<file path="config.mk">
export PLATFORM = sky130hd
export DESIGN_NAME = spi_port
export DESIGN_NICKNAME = d
export VERILOG_FILES = /design/src/rtl/spi_port_pkg.sv /design/src/rtl/spi_sync.sv /design/src/rtl/spi_master_eng.sv /design/src/rtl/spi_slave_eng.sv /design/src/rtl/spi_port_regs.sv /design/src/rtl/spi_port.sv
export SDC_FILE = /design/constraint.sdc
export NUM_CORES = 1
export LEC_CHECK = 0
export ABC_AREA = 0
export BUFFER_PORTS_ARGS = -buffer_cell sky130_fd_sc_hd__buf_2
export CAP_MARGIN = 20
export CORE_MARGIN = 8
export CORE_UTILIZATION = 40
export DETAILED_ROUTE_END_ITERATION = 10
export PLACE_DENSITY = 0.6
export SETUP_SLACK_MARGIN = 0.3
export SLEW_MARGIN = 20
export SYNTH_ARGS = -nofsm -noshare
export SYNTH_HDL_FRONTEND = slang
export SYNTH_SLANG_ARGS = --single-unit
</file>
<file path="constraint.sdc">
create_clock -name clk -period 3.3 [get_ports clk]
set_input_delay 0.495 -clock clk [delete_from_list [all_inputs] [get_ports clk]]
set_output_delay 0.495 -clock clk [all_outputs]
set_load 0.02 [all_outputs]
</file>
<file path="src/rtl/spi_port_pkg.sv">
// Package: shared register addresses and bit positions for the SPI port.
// Assumes a data width of at least 8 so every status and control bit fits.
package spi_port_pkg;
    typedef enum logic [1:0] {
        REG_CTRL = 2'd0,
        REG_STAT = 2'd1,
        REG_DATA = 2'd2
    } reg_sel_e;

    localparam int CT_EN   = 7;
    localparam int CT_MST  = 6;
    localparam int ST_RXF  = 7;
    localparam int ST_OVF  = 6;
    localparam int ST_TXE  = 5;
    localparam int ST_BUSY = 0;
endpackage

</file>
<file path="src/rtl/spi_sync.sv">
// Multi-stage synchronizer for a bundle of asynchronous inputs.
// All bits go through the same number of stages, so their relative timing
// is kept. RST_VAL gives the idle level of each bit.
module spi_sync #(
    parameter int WIDTH  = 3,
    parameter int STAGES = 2,
    parameter logic [WIDTH-1:0] RST_VAL = '0
) (
    input  logic             clk,
    input  logic             rst_n,
    input  logic [WIDTH-1:0] d,
    output logic [WIDTH-1:0] q
);
    logic [WIDTH-1:0] stg [STAGES];

    for (genvar s = 0; s < STAGES; s++) begin : g_stage
        if (s == 0) begin : g_first
            // First stage samples the raw pins.
            always_ff @(posedge clk) begin
                if (!rst_n) stg[s] <= RST_VAL;
                else        stg[s] <= d;
            end
        end else begin : g_next
            // Each later stage re-times the stage before it.
            always_ff @(posedge clk) begin
                if (!rst_n) stg[s] <= RST_VAL;
                else        stg[s] <= stg[s-1];
            end
        end
    end

    assign q = stg[STAGES-1];
endmodule

</file>
<file path="src/rtl/spi_master_eng.sv">
// Master shift engine: divides the bus clock into the serial clock and
// shifts one byte out MSB first while it samples the input line.
// Assumes start is pulsed only while the engine is idle. The serial clock
// idles low, data is sampled on rising edges and shifted on falling edges.
module spi_master_eng #(
    parameter int DATA_W = 8,
    parameter int RATE_W = 2
) (
    input  logic              clk,
    input  logic              rst_n,
    input  logic              start,
    input  logic [DATA_W-1:0] tx_byte,
    input  logic [RATE_W-1:0] rate,
    input  logic              miso,
    output logic              sclk,
    output logic              mosi,
    output logic              busy,
    output logic              done,
    output logic [DATA_W-1:0] rx_byte
);
    localparam int MAX_HALF = 1 << (2 * ((1 << RATE_W) - 1));
    localparam int HC_W     = $clog2(MAX_HALF + 1);
    localparam int BIT_W    = $clog2(DATA_W);
    localparam logic [BIT_W-1:0] LAST = BIT_W'(DATA_W - 1);
    localparam logic [HC_W-1:0]  ONE  = HC_W'(1);

    logic [HC_W-1:0]   hcnt;
    logic [HC_W-1:0]   half_m1;
    logic [BIT_W-1:0]  bitcnt;
    logic [DATA_W-1:0] sh;
    logic              in_bit;
    logic              sclk_q;
    logic              busy_q;
    logic              tick;

    // Length of a serial clock phase minus one: 4^rate - 1.
    always_comb half_m1 = (ONE << {rate, 1'b0}) - ONE;

    assign tick    = busy_q && (hcnt >= half_m1);
    assign rx_byte = {sh[DATA_W-2:0], in_bit};
    assign done    = tick && sclk_q && (bitcnt == LAST);
    assign sclk    = sclk_q;
    assign mosi    = sh[DATA_W-1];
    assign busy    = busy_q;

    // Phase counter, clock toggling, sampling and shifting.
    always_ff @(posedge clk) begin
        if (!rst_n) begin
            busy_q <= 1'b0;
            sclk_q <= 1'b0;
            hcnt   <= '0;
            bitcnt <= '0;
            sh     <= '0;
            in_bit <= 1'b0;
        end else if (start && !busy_q) begin
            busy_q <= 1'b1;
            sclk_q <= 1'b0;
            hcnt   <= '0;
            bitcnt <= '0;
            sh     <= tx_byte;
        end else if (busy_q) begin
            if (tick) begin
                hcnt   <= '0;
                sclk_q <= ~sclk_q;
                if (!sclk_q) begin
                    in_bit <= miso;
                end else begin
                    sh     <= rx_byte;
                    bitcnt <= bitcnt + 1'b1;
                    if (bitcnt == LAST) busy_q <= 1'b0;
                end
            end else begin
                hcnt <= hcnt + 1'b1;
            end
        end
    end

    // the serial clock is low whenever no transfer is running.
    p_sclk_idle_r2: assert property (@(posedge clk) disable iff (!rst_n)
        !busy_q |-> !sclk_q);

    // the byte completes on a falling edge and the engine goes idle.
    p_done_fall_r3: assert property (@(posedge clk) disable iff (!rst_n)
        done |=> (!sclk_q && !busy_q));
endmodule

</file>
<file path="src/rtl/spi_slave_eng.sv">
// Slave shift engine: synchronizes the external serial clock, select and
// data to the bus clock, captures data on rising edges and advances the
// outgoing byte on falling edges. Assumes each serial clock phase lasts at
// least one bus cycle. Data goes through the same synchronizer as the
// clock, so the two stay aligned.
module spi_slave_eng #(
    parameter int DATA_W      = 8,
    parameter int SYNC_STAGES = 2
) (
    input  logic              clk,
    input  logic              rst_n,
    input  logic              en,
    input  logic              sclk_pin,
    input  logic              sel_n_pin,
    input  logic              mosi_pin,
    input  logic [DATA_W-1:0] tx_byte,
    output logic              miso,
    output logic              active,
    output logic              load,
    output logic              done,
    output logic [DATA_W-1:0] rx_byte
);
    localparam int BIT_W = $clog2(DATA_W);
    localparam logic [BIT_W-1:0] LAST = BIT_W'(DATA_W - 1);

    logic [2:0]        pins_s;
    logic              sclk_s, sel_s, mosi_s;
    logic              prev_sclk, prev_sel;
    logic              rise, fall, sel_fall;
    logic [BIT_W-1:0]  cnt;
    logic [DATA_W-1:0] rx_sh;
    logic [DATA_W-1:0] tx_sh;
    logic              active_q;

    spi_sync #(
        .WIDTH  (3),
        .STAGES (SYNC_STAGES),
        .RST_VAL(3'b010)
    ) u_sync (
        .clk  (clk),
        .rst_n(rst_n),
        .d    ({sclk_pin, sel_n_pin, mosi_pin}),
        .q    (pins_s)
    );

    assign {sclk_s, sel_s, mosi_s} = pins_s;
    assign rise     = sclk_s && !prev_sclk;
    assign fall     = !sclk_s && prev_sclk;
    assign sel_fall = prev_sel && !sel_s;
    assign load     = en && sel_fall;
    assign rx_byte  = {rx_sh[DATA_W-2:0], mosi_s};
    assign done     = active_q && rise && (cnt == LAST);
    assign miso     = active_q && tx_sh[DATA_W-1];
    assign active   = active_q;

    // Edge-detect history of the synchronized clock and select.
    always_ff @(posedge clk) begin
        if (!rst_n) begin
            prev_sclk <= 1'b0;
            prev_sel  <= 1'b1;
        end else begin
            prev_sclk <= sclk_s;
            prev_sel  <= sel_s;
        end
    end

    // Selection tracking, bit counting and both shift registers.
    always_ff @(posedge clk) begin
        if (!rst_n) begin
            active_q <= 1'b0;
            cnt      <= '0;
            rx_sh    <= '0;
            tx_sh    <= '0;
        end else if (!en || sel_s) begin
            active_q <= 1'b0;
            cnt      <= '0;
        end else if (sel_fall) begin
            active_q <= 1'b1;
            cnt      <= '0;
            tx_sh    <= tx_byte;
        end else if (active_q) begin
            if (rise) begin
                rx_sh <= rx_byte;
                cnt   <= cnt + 1'b1;
            end
            if (fall) tx_sh <= {tx_sh[DATA_W-2:0], 1'b0};
        end
    end

    // a deselected slave holds no partial bit count.
    p_abort_clears_r10: assert property (@(posedge clk) disable iff (!rst_n)
        sel_s |=> (cnt == '0 && !active_q));

    // taking the transmit byte always starts an active selection.
    p_load_active_r9: assert property (@(posedge clk) disable iff (!rst_n)
        load |=> active_q);
endmodule

</file>
<file path="src/rtl/spi_port_regs.sv">
// Register file: control, transmit buffer, receive buffer and flags.
// Handles the read-sequence clearing of receiver-full and overflow.
// Assumes at most one completed byte per cycle and DATA_W of at least 8.
module spi_port_regs
    import spi_port_pkg::*;
#(
    parameter int DATA_W = 8
) (
    input  logic              clk,
    input  logic              rst_n,
    input  logic [1:0]        bus_addr,
    input  logic              bus_wr,
    input  logic              bus_rd,
    input  logic [DATA_W-1:0] bus_wdata,
    output logic [DATA_W-1:0] bus_rdata,
    input  logic              load,
    input  logic              done,
    input  logic [DATA_W-1:0] done_byte,
    input  logic              busy,
    output logic [DATA_W-1:0] ctrl,
    output logic [DATA_W-1:0] tx_buf,
    output logic              tx_empty
);
    logic [DATA_W-1:0] rx_data;
    logic              rx_full;
    logic              ovf;
    logic              armed;
    logic              wr_ctrl, wr_data, rd_stat, rd_data, clr;
    logic [DATA_W-1:0] status;

    assign wr_ctrl = bus_wr && (bus_addr == REG_CTRL);
    assign wr_data = bus_wr && (bus_addr == REG_DATA);
    assign rd_stat = bus_rd && (bus_addr == REG_STAT);
    assign rd_data = bus_rd && (bus_addr == REG_DATA);
    assign clr     = rd_data && armed;

    // Status word assembly.
    always_comb begin
        status          = '0;
        status[ST_RXF]  = rx_full;
        status[ST_OVF]  = ovf;
        status[ST_TXE]  = tx_empty;
        status[ST_BUSY] = busy;
    end

    // Read data mux.
    always_comb begin
        case (bus_addr)
            REG_CTRL: bus_rdata = ctrl;
            REG_STAT: bus_rdata = status;
            REG_DATA: bus_rdata = rx_data;
            default:  bus_rdata = '0;
        endcase
    end

    // Control and transmit buffer with the transmitter-empty flag.
    always_ff @(posedge clk) begin
        if (!rst_n) begin
            ctrl     <= '0;
            tx_buf   <= '0;
            tx_empty <= 1'b1;
        end else begin
            if (wr_ctrl) ctrl <= bus_wdata;
            if (wr_data) begin
                tx_buf   <= bus_wdata;
                tx_empty <= 1'b0;
            end else if (load) begin
                tx_empty <= 1'b1;
            end
        end
    end

    // Receive buffer, receiver-full, overflow and the clear sequence.
    always_ff @(posedge clk) begin
        if (!rst_n) begin
            rx_data <= '0;
            rx_full <= 1'b0;
            ovf     <= 1'b0;
            armed   <= 1'b0;
        end else begin
            if (rd_stat && (rx_full || ovf)) armed <= 1'b1;
            else if (clr)                    armed <= 1'b0;
            if (done) begin
                if (rx_full && !clr) begin
                    ovf <= 1'b1;
                end else begin
                    rx_data <= done_byte;
                    rx_full <= 1'b1;
                    if (clr) ovf <= 1'b0;
                end
            end else if (clr) begin
                rx_full <= 1'b0;
                ovf     <= 1'b0;
            end
        end
    end

    // a data write always leaves the transmit buffer marked full.
    p_txe_clear_r4: assert property (@(posedge clk) disable iff (!rst_n)
        wr_data |=> !tx_empty);

    // receiver-full survives unless the armed data read happens.
    p_rxf_hold_r5: assert property (@(posedge clk) disable iff (!rst_n)
        (rx_full && !clr) |=> rx_full);

    // a byte landing on an unread one flags overflow, keeps the old byte.
    p_ovf_keep_r6: assert property (@(posedge clk) disable iff (!rst_n)
        (done && rx_full && !clr) |=> (ovf && rx_data == $past(rx_data)));
endmodule

</file>
<file path="src/rtl/spi_port.sv">
// SPI port top: bus registers plus one master and one slave shift engine,
// selected by the master bit of the control register. Pins of the unused
// role are held low. Assumes the mode is not changed during a transfer.
module spi_port
    import spi_port_pkg::*;
#(
    parameter int DATA_W      = 8,
    parameter int RATE_W      = 2,
    parameter int SYNC_STAGES = 2
) (
    input  logic              clk,
    input  logic              rst_n,
    input  logic [1:0]        bus_addr,
    input  logic              bus_wr,
    input  logic              bus_rd,
    input  logic [DATA_W-1:0] bus_wdata,
    output logic [DATA_W-1:0] bus_rdata,
    output logic              sclk_o,
    input  logic              sclk_i,
    input  logic              sel_n_i,
    output logic              mosi_o,
    input  logic              mosi_i,
    output logic              miso_o,
    input  logic              miso_i
);
    logic [DATA_W-1:0] ctrl, tx_buf, m_byte, s_byte, done_byte;
    logic              tx_empty, en, is_master;
    logic              m_start, m_sclk, m_mosi, m_busy, m_done;
    logic              s_en, s_miso, s_active, s_load, s_done;
    logic              load, done, busy;

    assign en        = ctrl[CT_EN];
    assign is_master = ctrl[CT_MST];
    assign m_start   = en && is_master && !tx_empty && !m_busy;
    assign s_en      = en && !is_master;
    assign load      = m_start || s_load;
    assign done      = m_done || s_done;
    assign done_byte = m_done ? m_byte : s_byte;
    assign busy      = m_busy || s_active;

    assign sclk_o = is_master && m_sclk;
    assign mosi_o = is_master && m_mosi;
    assign miso_o = !is_master && s_miso;

    spi_port_regs #(.DATA_W(DATA_W)) u_regs (
        .clk      (clk),
        .rst_n    (rst_n),
        .bus_addr (bus_addr),
        .bus_wr   (bus_wr),
        .bus_rd   (bus_rd),
        .bus_wdata(bus_wdata),
        .bus_rdata(bus_rdata),
        .load     (load),
        .done     (done),
        .done_byte(done_byte),
        .busy     (busy),
        .ctrl     (ctrl),
        .tx_buf   (tx_buf),
        .tx_empty (tx_empty)
    );

    spi_master_eng #(.DATA_W(DATA_W), .RATE_W(RATE_W)) u_master (
        .clk    (clk),
        .rst_n  (rst_n),
        .start  (m_start),
        .tx_byte(tx_buf),
        .rate   (ctrl[RATE_W-1:0]),
        .miso   (miso_i),
        .sclk   (m_sclk),
        .mosi   (m_mosi),
        .busy   (m_busy),
        .done   (m_done),
        .rx_byte(m_byte)
    );

    spi_slave_eng #(.DATA_W(DATA_W), .SYNC_STAGES(SYNC_STAGES)) u_slave (
        .clk      (clk),
        .rst_n    (rst_n),
        .en       (s_en),
        .sclk_pin (sclk_i),
        .sel_n_pin(sel_n_i),
        .mosi_pin (mosi_i),
        .tx_byte  (tx_buf),
        .miso     (s_miso),
        .active   (s_active),
        .load     (s_load),
        .done     (s_done),
        .rx_byte  (s_byte)
    );

    // a rising serial clock at the pin only comes from a running master.
    p_sclk_src_r2: assert property (@(posedge clk) disable iff (!rst_n)
        $rose(sclk_o) |-> $past(m_busy));

    // the slave engine completes bytes only in slave mode.
    p_slave_done_r7: assert property (@(posedge clk) disable iff (!rst_n)
        s_done |-> !is_master);
endmodule

</file>
### Word level (Yosys, flattened, before mapping)

Memory sizes are Yosys's and may differ from the RTL's.
Index checks and enable logic that the tools add are counted.
W data, S select, Z words.

* register bits after elaboration: 70
* logic and storage cells: 126
* bits of input ports: 18
* memory bits (writable): 6
* memories kept: 1
* output and inout bits: 11

Memory list
* u_slave.u_sync.stg: words 2, width 3, read ports 2, clocked after memory_dff 0, wr ports 2, RTL line spi_sync.sv:14 `logic [WIDTH-1:0] stg [STAGES];`

* bitwise gates (word level): 8
* $lt $le $gt $ge: 1
* multiplexer cells: 28
* add/subtract/negate cells: 4
* equality and inequality tests: 5
* reductions and logical operators: 59
* shift operators: 1

Operator list (count)
* $mux W8: 8
* $logic_and A1 B1 Y1: 25
* $pmux W8 S3: 1
* $mux W1: 16
* $reduce_bool A2 Y1: 8
* $reduce_and A3 Y1: 3
* $logic_not A1 Y1: 8
* $reduce_and A2 Y1: 4
* $reduce_and A4 Y1: 2
* $add A7 B1 Y7 const B: 1
* $ge A7 B7 Y1: 1
* $mux W7: 1
* $shl A1 B3 Y7 const A: 1
* $sub A7 B1 Y7 const B: 1
* $add A3 B1 Y3 const B: 2
* $eq A3 B3 Y1 const B: 2
* $mux W3: 2
* $not A1 Y1: 6
* $logic_or A1 B1 Y1: 5
* $reduce_or A2 Y1: 2
* $reduce_or A3 Y1: 1
* $eq A2 B1 Y1 const B: 1
* $eq A2 B2 Y1 const B: 1
* $logic_not A2 Y1: 1
* other kinds (2): 3

### Depth between registers and ports, before layout

Gate-level depths: netlist of the first run.

* word-level depth: 9
* depth in mapped cells: 8
* depth with buffers taken out: 7

### By module

A second synthesis of the first run with hierarchy kept.

* cells, all modules: 439
* area, all modules: 4076.4 µm²

By module, submodules not included
* spi_port_regs: area an instance 1423.9 µm², cells each 161, sequential area each 560.5 µm², times used 1
* spi_master_eng: area an instance 1296.2 µm², cells each 147, sequential area each 420.4 µm², times used 1
* spi_slave_eng: area an instance 999.7 µm², cells each 102, sequential area each 420.4 µm², times used 1
* spi_port: area an instance 198.9 µm², cells each 17, sequential area each 0.0 µm², times used 1
* spi_sync: area an instance 157.7 µm², cells each 12, sequential area each 120.1 µm², times used 1

### Worst setup path after synthesis of the first run

OpenSTA, ideal clock, no wires.

* path kind: register -> register
* start point: register u_regs.ctrl[0]
* end point: register u_master.sh[2]
* path buffers: 1
* stages on the path, launching flop included: 9
* setup time: 0.091 ns
* data arrival time: 1.986 ns
* setup slack: 1.223 ns
* required time: 3.209 ns
* clock period less this slack: 2.077 ns
* path through: dfxtp_1 > or2_2 > ha_1 > nand2b_4 > a2111oi_4 > o21a_4 > buf_8 > nor3_1 > a311oi_1

* longest elaborated chain between the ends: 6

RTL lines
* start: declaration: RTL line spi_port_regs.sv:20 `output logic [DATA_W-1:0] ctrl,`
* start signal: assignment: RTL line spi_port_regs.sv:63 `if (wr_ctrl) ctrl <= bus_wdata;`
* $shl A1 B3 Y7: RTL line spi_master_eng.sv:37 `always_comb half_m1 = (ONE << {rate, 1'b0}) - ONE;`
* $sub A7 B1 Y7: RTL line spi_master_eng.sv:37
* $ge A7 B7 Y1: RTL line spi_master_eng.sv:39 `assign tick = busy_q && (hcnt >= half_m1);`
* $logic_and A1 B1 Y1: RTL line spi_master_eng.sv:39
* $reduce_bool A2 Y1 (no source line)
* $reduce_and A3 Y1 (no source line)
* end signal: assignment: RTL line spi_master_eng.sv:60 `sh <= tx_byte;`
* end signal: assignment: RTL line spi_master_eng.sv:68 `sh <= rx_byte;`
* end: declaration: RTL line spi_master_eng.sv:30 `logic [DATA_W-1:0] sh;`

No other way between the ends.
A chain may end at the register's enable or synchronous reset.

### Worst setup path in the final report of the first run

* start point: register u_regs.ctrl[0]
* end point: register u_regs.rx_data[5]

* longest elaborated chain between the ends: 8
* elaborated cells on any way between the ends: 9
* those cells by class: add/sub: 1; order compare: 1; shift: 1; mux: 1; reduce/logical: 5

RTL lines
* $shl A1 B3 Y7 (*): RTL line spi_master_eng.sv:37
* $sub A7 B1 Y7 (*): RTL line spi_master_eng.sv:37
* $ge A7 B7 Y1 (*): RTL line spi_master_eng.sv:39
* $logic_and A1 B1 Y1 (*): RTL line spi_master_eng.sv:39
* $logic_and A1 B1 Y1 (*) (2 in series): RTL line spi_master_eng.sv:41 `assign done = tick && sclk_q && (bitcnt == LAST);`
* $logic_or A1 B1 Y1: RTL line spi_port.sv:37 `assign done = m_done || s_done;`
* $reduce_and A2 Y1 (no source line)
* end signal: assignment: RTL line spi_port_regs.sv:87 `rx_data <= done_byte;`
* end: declaration: RTL line spi_port_regs.sv:24 `logic [DATA_W-1:0] rx_data;`

Every way passes the cells marked *; elsewhere a longest branch is shown, timed or not.

==> results.py, run 1 <==
metrics = {
    "final_layout": {
        "final_cell_area_sq_mm": 0.00380,
        "drive_gt1_frac": 0.142,
        "area.growth.synth_to_final_pct": 10.8,
        "nNetsFinal": 433,
        "antenna_cells": 0,
    },
    "floorplan": {
        "core_area_sq_mm": 0.00826,
        "io_pins": 29,
        "die_area_sq_mm": 0.0118,
        "die_h_um": 109,
        "fp-row-count": 33,
        "die_x_um": 109,
        "initial_core_util": 0.415,
    },
    "grt": {
        "grt_max_degree": 34,
        "grt_pass1_wl_um": 13100,
        "grt_antenna_before_repair": 0,
        "grt_pass1_vias": 2617,
        "grt_usage": 0.141,
        "globalRouteOverflowTotal": 0,
    },
    "logic_synthesis": {
        "synthCells": 380,
        "yosysSeqAreaShare": 0.443,
        "synth_area_sq_mm": 0.00343,
        "netlist-cell-type-count": 45,
        "synth_area_per_cell_sq_um": 9.03,
        "async_flop_share": 0,
        "synth_flop_cell": "dfxtp_1",
        "synthTopCellsByArea": "dfxtp_1, mux2i_1, nor2_1",
        "synth_top_area_cell": "dfxtp_1",
        "syn-num-nets": 410,
        "synth_edf_count": 0,
        "ys_ff_latch": 76,
        "synth_top_area_frac": 0.443,
        "ys_top_cells_by_count": "dfxtp_1, nor2_1, nand2_1, mux2i_1, o21ai_0",
        "yosysWarnings": 0,
        "yosysMostFrequentCell": "dfxtp_1",
    },
    "clocking": {
        "cts_buffers": 9,
        "clk_pin_slew_ns": 0.08,
        "cts_tree": "yes",
        "cts_root_buf": "clkbuf_8",
        "cts_sinks": 76,
        "post_cts_buffers": 0,
        "clkLatencyLatePin_ns": 0.35,
        "htree_levels": 3,
        "cts_resized": 0,
        "cts_hold_buf": 0,
        "cts_buffer_depth": 2,
    },
    "worst_setup_path": {
        "crit_fanout": 16,
        "critPathArrivalTime_ns": 2.55,
        "crit_type": "register to register",
        "required_ns": 3.56,
        "critPathLaunchType": "register",
        "end_kind": "register",
    },
    "drt": {
        "wire_per_inst_um": 15.3,
        "wirelength_um": 7830,
        "dr.first_iter.drc_count": 134,
        "dr.pass1.iters": 4,
        "post_drt_via_cell_ratio": 5.33,
        "via_count": 2734,
        "drtAntennaViolNets": 0,
        "post-route-drc-count": 0,
    },
    "timing": {
        "finalSetupViolations": 0,
        "hold_slack_ns": 0.325,
        "clock.fmax_ghz": 0.437,
        "finalHoldViolations": 0,
        "slew_headroom": 0.405,
        "slew_viol_final": 0,
        "fin_skew_ns": 0.00900,
        "rsz0062_at_grt": "false",
        "setup_tns_ns": 0,
        "min_period_over_period": 0.694,
        "layout_min_cycle_time_ns": 2.29,
        "worstMarginPinSlew_ns": 0.891,
    },
    "power_and_ir_drop": {
        "power_density_mw_per_mm2": 437,
        "p_leak_nw": 1.45,
        "ir_worst_vdd_mv": 0.213,
    },
    "place": {
        "gp_congestion": 0.799,
        "hpwl_um": 5700,
        "numPortBuffers": 28,
        "place_area_sq_mm": 0.00363,
    },
    "run_status": {
        "status": "complete, no violations",
    },
    "min_path": {
        "hold_class": "primary input to register",
    },
    "flow_run": {
        "cap_violations": 0,
    },
}
-- where the power goes --
part | leakage (nW) | total, W | switching, W | internal [W]
Clock | 0.0848 | 0.000625 | 0.000357 | 0.000268
Sequential | 0.615 | 0.000939 | 0.0000106 | 0.000928
Combinational | 0.750 | 0.0000985 | 0.0000597 | 0.0000388
-- kinds of logic (layout without fill, tap and decap cells) --
family,Yosys count,after routing,share of synthesized area
mux,33,33,0.0966
compound gates,89,89,0.172
other cells,1,1,0.00109
flops,76,76,0.443
simple gates,126,126,0.179
fa+ha+maj,12,12,0.0438
buf+inv,36,64,0.0463
xor+xnor,7,7,0.0179
-- cell usage in the layout (no fill, tap or decap), types with 7 or more instances in the layout --
cell type  count
a21oi_1       19
nor2_1        43
inv_1         14
and2_1         8
buf_2         28
ha_1          12
nand2_1       37
clkbuf_8       9
a311oi_1       8
mux2i_1       32
dfxtp_1       76
o21ai_0       29
a221oi_1       8
nor3_1         8
o22ai_1        8
a211oi_1       7
-- flip-flops by register name, summed over array words and instances, names as in the netlist, 3 cells and up --
signal / count
u_regs.ctrl: 8
u_slave.cnt: 3
u_regs.tx_buf: 8
u_slave.tx_sh: 8
u_slave.u_sync.stg: 6
u_master.hcnt: 7
u_master.sh: 8
u_regs.rx_data: 8
u_master.bitcnt: 3
u_slave.rx_sh: 7
-- final timing paths --
kind / endpoint / slack (ns) / cells past startpoint / from
max: u_regs.rx_data[5]$_SDFFE_PN0P_ / 1.01 / 7 / u_regs.ctrl[0]$_SDFFE_PN0P_
min reg2reg: u_slave.u_sync.stg[1][1]$_SDFF_PN1_ / 0.41 / 1 / u_slave.u_sync.stg[0][1]$_SDFF_PN1_
max reg2reg: u_regs.rx_data[5]$_SDFFE_PN0P_ / 1.01 / 7 / u_regs.ctrl[0]$_SDFFE_PN0P_
min: u_slave.u_sync.stg[0][1]$_SDFF_PN1_ / 0.32 / 2 / sel_n_i
-- worst max-delay path, stage by stage, from the launching register on --
cell	delay, ns
dfxtp_1	0.35
or2_2	0.32
ha_1	0.27
nand2b_4	0.15
a2111oi_4	0.41
o21a_4	0.29
nor3b_2	0.12
a221oi_1	0.29
-- per-layer routing --
metal / share of wire / vias to the layer above / track usage / routed length [um]
li1: - / 1387 / - / -
met1: 0.48 / 1291 / 0.186 / 3740
met2: 0.47 / 44 / 0.221 / 3690
met3: 0.036 / 12 / 0.0248 / 283
met4: 0.014 / 0 / 0.0626 / 110
met5: 0 / - / 0 / 0
-- through the flow --
stage	power (W)	instances	util	worst slack [ns]
final	0.00166	513	0.460	1.01
after detailed placement	0.00106	497	0.440	1.02
after floorplan	0.00103	380	-	1.22
after global placement	0.00106	497	0.440	1.08
after global routing	0.00173	513	0.460	0.809
after CTS	0.00168	513	0.460	1.02
-- area by class of cell --
cell class	count	area, sq um
clock buffers	9	124
multi-input cells	268	1750
flip-flops and latches	76	1520
well taps	105	131
fillers	866	4460
clock inverters	7	43.8
inverters	16	60.1
repair buffers	32	170
Power figures use the tool's default switching activity.
==> run 2: changes to the inputs <==
Settings changed: ABC_AREA 0 to 1.
Clock period 3.3 ns to 2.4 ns, I/O delays scaled along.
==> run 2 against run 1 <==
Worst hold slack lost 0.14 ns. Fmax grew 19%. Synthesized cell count grew 29%. Synthesized area grew 2.3%. Largest cell class unchanged.
==> results.py, run 2 <==
metrics = {
    "clocking": {
        "cts_hold_buf": 0,
        "cts_buffer_depth": 2,
        "cts_root_buf": "clkbuf_8",
        "cts_buffers": 9,
        "clkLatencyLatePin_ns": 0.35,
        "htree_levels": 3,
        "clk_pin_slew_ns": 0.08,
        "cts_tree": "yes",
        "cts_sinks": 76,
    },
    "worst_setup_path": {
        "slowest_delay_ns": 0.37,
        "crit_type": "register to register",
        "critPathLaunchType": "register",
        "crit_fanout": 17,
        "crit_family": "simple AND/OR/NAND/NOR gates",
        "crit_chain": "inv_1 > ha_1 > nand2_1 > nor2_2 > nand3_2 > nand3_4 > nand3_4 > nand2_4 > nand2_4 > nor2_1 > nor2_1",
        "path_buf_inv": 1,
        "critPathArrivalTime_ns": 2.18,
        "cp_slowest_cell": "dfxtp_1",
        "required_ns": 2.65,
        "end_kind": "register",
    },
    "logic_synthesis": {
        "netlist-cell-type-count": 35,
        "synthTopCellsByArea": "dfxtp_1, nand2_1, nor2_1",
        "synth_area_per_cell_sq_um": 7.17,
        "synthCells": 490,
        "synth_flop_cell": "dfxtp_1",
        "ys_ff_latch": 76,
        "synth_top_area_frac": 0.433,
        "yosysWarnings": 0,
        "yosysSeqAreaShare": 0.433,
        "synth_top_area_cell": "dfxtp_1",
        "ys_top_cells_by_count": "nand2_1, dfxtp_1, nor2_1, inv_1, o21ai_0",
        "synth_edf_count": 0,
        "yosysMostFrequentCell": "nand2_1",
        "async_flop_share": 0,
        "synth_area_sq_mm": 0.00351,
        "syn-num-nets": 520,
    },
    "flow_run": {
        "cap_violations": 0,
    },
    "power_and_ir_drop": {
        "power_density_mw_per_mm2": 614,
        "p_leak_nw": 1.87,
        "ir_worst_vdd_mv": 0.299,
    },
    "final_layout": {
        "nNetsFinal": 553,
        "layout_commonest_cell": "nand2_1",
        "antenna_cells": 0,
        "final_cell_mix": "nand2_1, nor2_1, dfxtp_1, inv_1, o21ai_0",
        "area.growth.synth_to_final_pct": 13.8,
        "final_cell_area_sq_mm": 0.00400,
        "drive_gt1_frac": 0.136,
        "fill_cells": 890,
    },
    "place": {
        "place_area_sq_mm": 0.00375,
        "hpwl_um": 6010,
        "numPortBuffers": 28,
        "gp_congestion": 0.907,
    },
    "grt": {
        "globalRouteOverflowTotal": 0,
        "grt_pass1_vias": 2860,
        "grt_max_degree": 58,
        "grt_antenna_before_repair": 0,
        "grt_usage": 0.146,
        "grt_pass1_wl_um": 13800,
    },
    "drt": {
        "wirelength_um": 8340,
        "dr.first_iter.drc_count": 229,
        "post-route-drc-count": 0,
        "drtAntennaViolNets": 0,
        "wire_per_inst_um": 13.1,
        "post_drt_via_cell_ratio": 4.88,
        "dr.pass1.iters": 4,
        "via_count": 3104,
    },
    "floorplan": {
        "die_h_um": 110,
        "initial_core_util": 0.407,
        "fp-row-count": 34,
        "die_area_sq_mm": 0.0120,
        "die_x_um": 110,
        "io_pins": 29,
        "core_area_sq_mm": 0.00864,
    },
    "min_path": {
        "hold_class": "primary input to register",
    },
    "timing": {
        "setup_tns_ns": 0,
        "worstMarginPinSlew_ns": 0.527,
        "min_period_over_period": 0.801,
        "finalHoldViolations": 0,
        "fin_skew_ns": 0.00797,
        "finalSetupViolations": 0,
        "slew_viol_final": 0,
        "layout_min_cycle_time_ns": 1.92,
        "slew_headroom": 0.649,
        "rsz0062_at_grt": "false",
        "clock.fmax_ghz": 0.520,
    },
    "run_status": {
        "status": "complete, no violations",
    },
}
-- run 2: routing by layer --
layer	track usage	part of all wire	up-vias
met3	0.0363	0.043	11
met5	0	0	-
met4	0.0492	0.013	0
met2	0.227	0.45	52
met1	0.194	0.49	1406
li1	-	-	1635
-- run 2: worst min-delay path: stages --
cell     delay (ns)
buf_2          0.07
nand2_1        0.04
inv_1          0.04
-- run 2: report_power, final --
part	internal (W)	switching, W	total, W
Sequential	0.00128	0.0000129	0.00129
Combinational	0.0000528	0.000105	0.000158
Clock	0.000511	0.000492	0.00100
Total	0.00184	0.000610	0.00245
-- run 2: area by class of cell --
type / instances / area, sq um / area share
clock buffers: 11 / 141 / 0.0354
clock inverters: 5 / 61.3 / 0.0153
inverters: 59 / 221 / 0.0554
multi-input cells: 342 / 1720 / 0.431
flip-flops and latches: 76 / 1520 / 0.381
well taps: 108 / 135 / 0.0338
repair buffers: 35 / 193 / 0.0482
-- run 2: path summary, 6_finish.rpt --
kind | slack, ns | cells past startpoint | startpoint | end
setup / recovery | 0.48 | 11 | u_regs.ctrl[1]$_SDFFE_PN0P_ | u_regs.rx_data[0]$_SDFFE_PN0P_
hold / removal | 0.18 | 3 | sclk_i | u_slave.u_sync.stg[0][2]$_SDFF_PN0_
setup reg to reg | 0.48 | 11 | u_regs.ctrl[1]$_SDFFE_PN0P_ | u_regs.rx_data[0]$_SDFFE_PN0P_
hold reg to reg | 0.42 | 1 | u_slave.u_sync.stg[0][1]$_SDFF_PN1_ | u_slave.u_sync.stg[1][1]$_SDFF_PN1_
-- run 2: through the flow --
step | utilization | setup slack, ns | power [W] | cells | hold slack (ns)
after global routing | 0.463 | 0.328 | 0.00256 | 636 | 0.181
after detailed placement | 0.434 | 0.380 | 0.00148 | 616 | 0.397
after floorplan | - | 0.618 | 0.00142 | 490 | 0.390
final | 0.463 | 0.477 | 0.00245 | 636 | 0.184
after CTS | 0.457 | 0.352 | 0.00248 | 632 | 0.171
after global placement | 0.434 | 0.463 | 0.00147 | 616 | 0.393
-- run 2: what timing repair did --
action / CTS / global route
setup endpoints to repair: 0 / 17
setup buffers: 0 / 3
gates resized for setup: 0 / 3
-- run 2: cell families (layout without fill, tap and decap cells) --
kind of cell / count (synthesis) / in the layout / share of synthesized area
AOI/OAI and AO/OA: 93 / 93 / 0.148
xor gates and xnor gates: 4 / 4 / 0.00998
adders and majority gates: 12 / 12 / 0.0428
buffers and inverters: 73 / 110 / 0.0830
DFF: 76 / 76 / 0.433
other: 1 / 1 / 0.00107
and+or+nand+nor: 231 / 232 / 0.282
==> run 3: changes to the inputs <==
Settings changed: ABC_AREA 1 to 0.
Clock period 2.4 ns to 2 ns, I/O delays scaled along.
==> run 3 against run 2 <==
The run now ends with negative setup slack left. Fmax down 8.7%. Sequential power up 19%. Clock-buffer cell count down 1. Sequential share of layout area down 2.5 points. Non-clock buffer count up 19. Design area up 7.6%. Power up 30%. Critical path depth down 3. Worst hold slack worse by 0.053 ns. Critical path type unchanged. Critical endpoint is now u_regs.rx_data[2]$_SDFFE_PN0P_.
==> results.py, run 3 (synthesis results as in run 1) <==
metrics = {
    "floorplan": {
        "core_area_sq_mm": 0.00826,
        "initial_core_util": 0.415,
        "die_area_sq_mm": 0.0118,
        "fp-row-count": 33,
        "io_pins": 29,
        "die_h_um": 109,
        "die_x_um": 109,
    },
    "worst_setup_path": {
        "r2r_start": "u_regs.ctrl[1]$_SDFFE_PN0P_",
        "crit_fanout": 8,
        "r2r_cells": 8,
        "critPathLaunchType": "register",
        "crit_path_start": "u_regs.ctrl[1]$_SDFFE_PN0P_",
        "required_ns": 2.26,
        "r2r_slack_ns": -0.11,
        "worstReg2RegEnd": "u_regs.rx_data[2]$_SDFFE_PN0P_",
        "critPathArrivalTime_ns": 2.37,
        "crit_end": "u_regs.rx_data[2]$_SDFFE_PN0P_",
        "crit_type": "register to register",
        "end_kind": "register",
    },
    "timing": {
        "finalHoldViolations": 0,
        "fin_skew_ns": 0.00902,
        "hold_slack_ns": 0.131,
        "layout_min_cycle_time_ns": 2.11,
        "slew_headroom": 0.615,
        "setup_tns_ns": -1.75,
        "worstMarginPinSlew_ns": 0.576,
        "clock.fmax_ghz": 0.475,
        "slew_viol_final": 0,
        "min_period_over_period": 1.05,
        "finalWorstSetupSlack_ns": -0.105,
        "rsz0062_at_grt": "true",
        "finalSetupViolations": 29,
    },
    "final_layout": {
        "fin_util": 0.521,
        "nNetsFinal": 456,
        "antenna_cells": 0,
        "layout_commonest_cell": "dfxtp_1",
        "final_cell_mix": "dfxtp_1, nor2_1, nand2_1, mux2i_1, buf_2",
        "final_cells": 536,
        "area.growth.synth_to_final_pct": 25.3,
        "fill_cells": 781,
        "drive_gt1_frac": 0.255,
    },
    "clocking": {
        "cts_root_buf": "clkbuf_8",
        "clk_pin_slew_ns": 0.08,
        "clkLatencyLatePin_ns": 0.35,
        "cts_buffers": 9,
        "cts_tree": "yes",
        "cts_sinks": 76,
        "cts_hold_buf": 0,
        "htree_levels": 3,
        "cts_buffer_depth": 2,
    },
    "run_status": {
        "status": "finished, violations left",
        "violations": "negative setup slack",
    },
    "drt": {
        "post-route-drc-count": 0,
        "wirelength_um": 8680,
        "post_drt_via_cell_ratio": 5.31,
        "wire_per_inst_um": 16.2,
        "dr.pass1.iters": 4,
        "via_count": 2844,
        "dr.first_iter.drc_count": 123,
        "drtAntennaViolNets": 0,
    },
    "grt": {
        "grt_max_degree": 29,
        "grt_usage": 0.151,
        "grt_pass1_wl_um": 14000,
        "globalRouteOverflowTotal": 0,
        "grt_pass1_vias": 2792,
        "grt_antenna_before_repair": 0,
    },
    "power_and_ir_drop": {
        "ir_worst_vdd_mv": 0.357,
        "p_leak_nw": 1.63,
        "power_density_mw_per_mm2": 744,
    },
    "place": {
        "dp_cells": 509,
        "numPortBuffers": 28,
        "place_ws_ns": -0.0752,
        "hpwl_um": 6000,
        "gp_congestion": 0.815,
    },
    "flow_run": {
        "cap_violations": 0,
    },
    "min_path": {
        "hold_class": "primary input to register",
    },
}
==> run 3: worst max-delay path: stages (launching register included) <==
cell       delay, ns
dfxtp_4         0.36
or2_4           0.25
ha_4            0.21
nand2b_4        0.14
a2111oi_4       0.39
o21a_4          0.23
nor3b_4         0.06
buf_12          0.14
a221oi_2        0.23
==> run 3: cell type report <==
cell class / count / area, sq um / share of cell area
clock buffer: 10 / 128 / 0.0297
clock inverter: 6 / 111 / 0.0259
inverter: 16 / 60.1 / 0.0140
multi-input combinational: 269 / 1970 / 0.458
sequential: 76 / 1530 / 0.355
tap: 105 / 131 / 0.0306
timing repair buffer: 54 / 370 / 0.0861
==> run 3: report_power, final <==
group	switching, W	internal (W)
clock	0.000585	0.000832
sequential	0.0000131	0.00153
combinational	0.000133	0.000104
total	0.000732	0.00247
==> run 3: what timing repair did <==
item | in CTS | in global routing
resized for setup | 14 | 29
gates cloned | 1 | 0
setup endpoints to repair | 32 | 33
buffers inserted | 4 | 6
pin swaps | 7 | 9
endpoints found under the hold margin | 0 | 0
==> run 3: worst min path at each step <==
stage,start,endpoint,depth (start not counted)
floorplan,rst_n,u_slave.prev_sel$_SDFF_PN1_,1
global placement,u_slave.u_sync.stg[0][1]$_SDFF_PN1_,u_slave.u_sync.stg[1][1]$_SDFF_PN1_,1
detailed placement,u_slave.u_sync.stg[0][1]$_SDFF_PN1_,u_slave.u_sync.stg[1][1]$_SDFF_PN1_,1
CTS,sel_n_i,u_slave.u_sync.stg[0][1]$_SDFF_PN1_,2
global route,sel_n_i,u_slave.u_sync.stg[0][1]$_SDFF_PN1_,2
finish,sel_n_i,u_slave.u_sync.stg[0][1]$_SDFF_PN1_,2
==> run 3: metal layers <==
metal  up-vias  wire length [um]  global-route usage
met5         -                 0                   0
met4         0               118              0.0547
met3        11               311              0.0383
met2        50              4240               0.250
met1      1351              4010               0.186
li1       1432                 -                   -
==> run 3: metrics by stage <==
stage	power [W]	area, sq um
3_3_place_gp	0.00176	3760
4_1_cts	0.00319	4090
3_5_place_dp	0.00177	3760
6_report	0.00320	4300
5_1_grt	0.00332	4300
2_1_floorplan	0.00170	3470
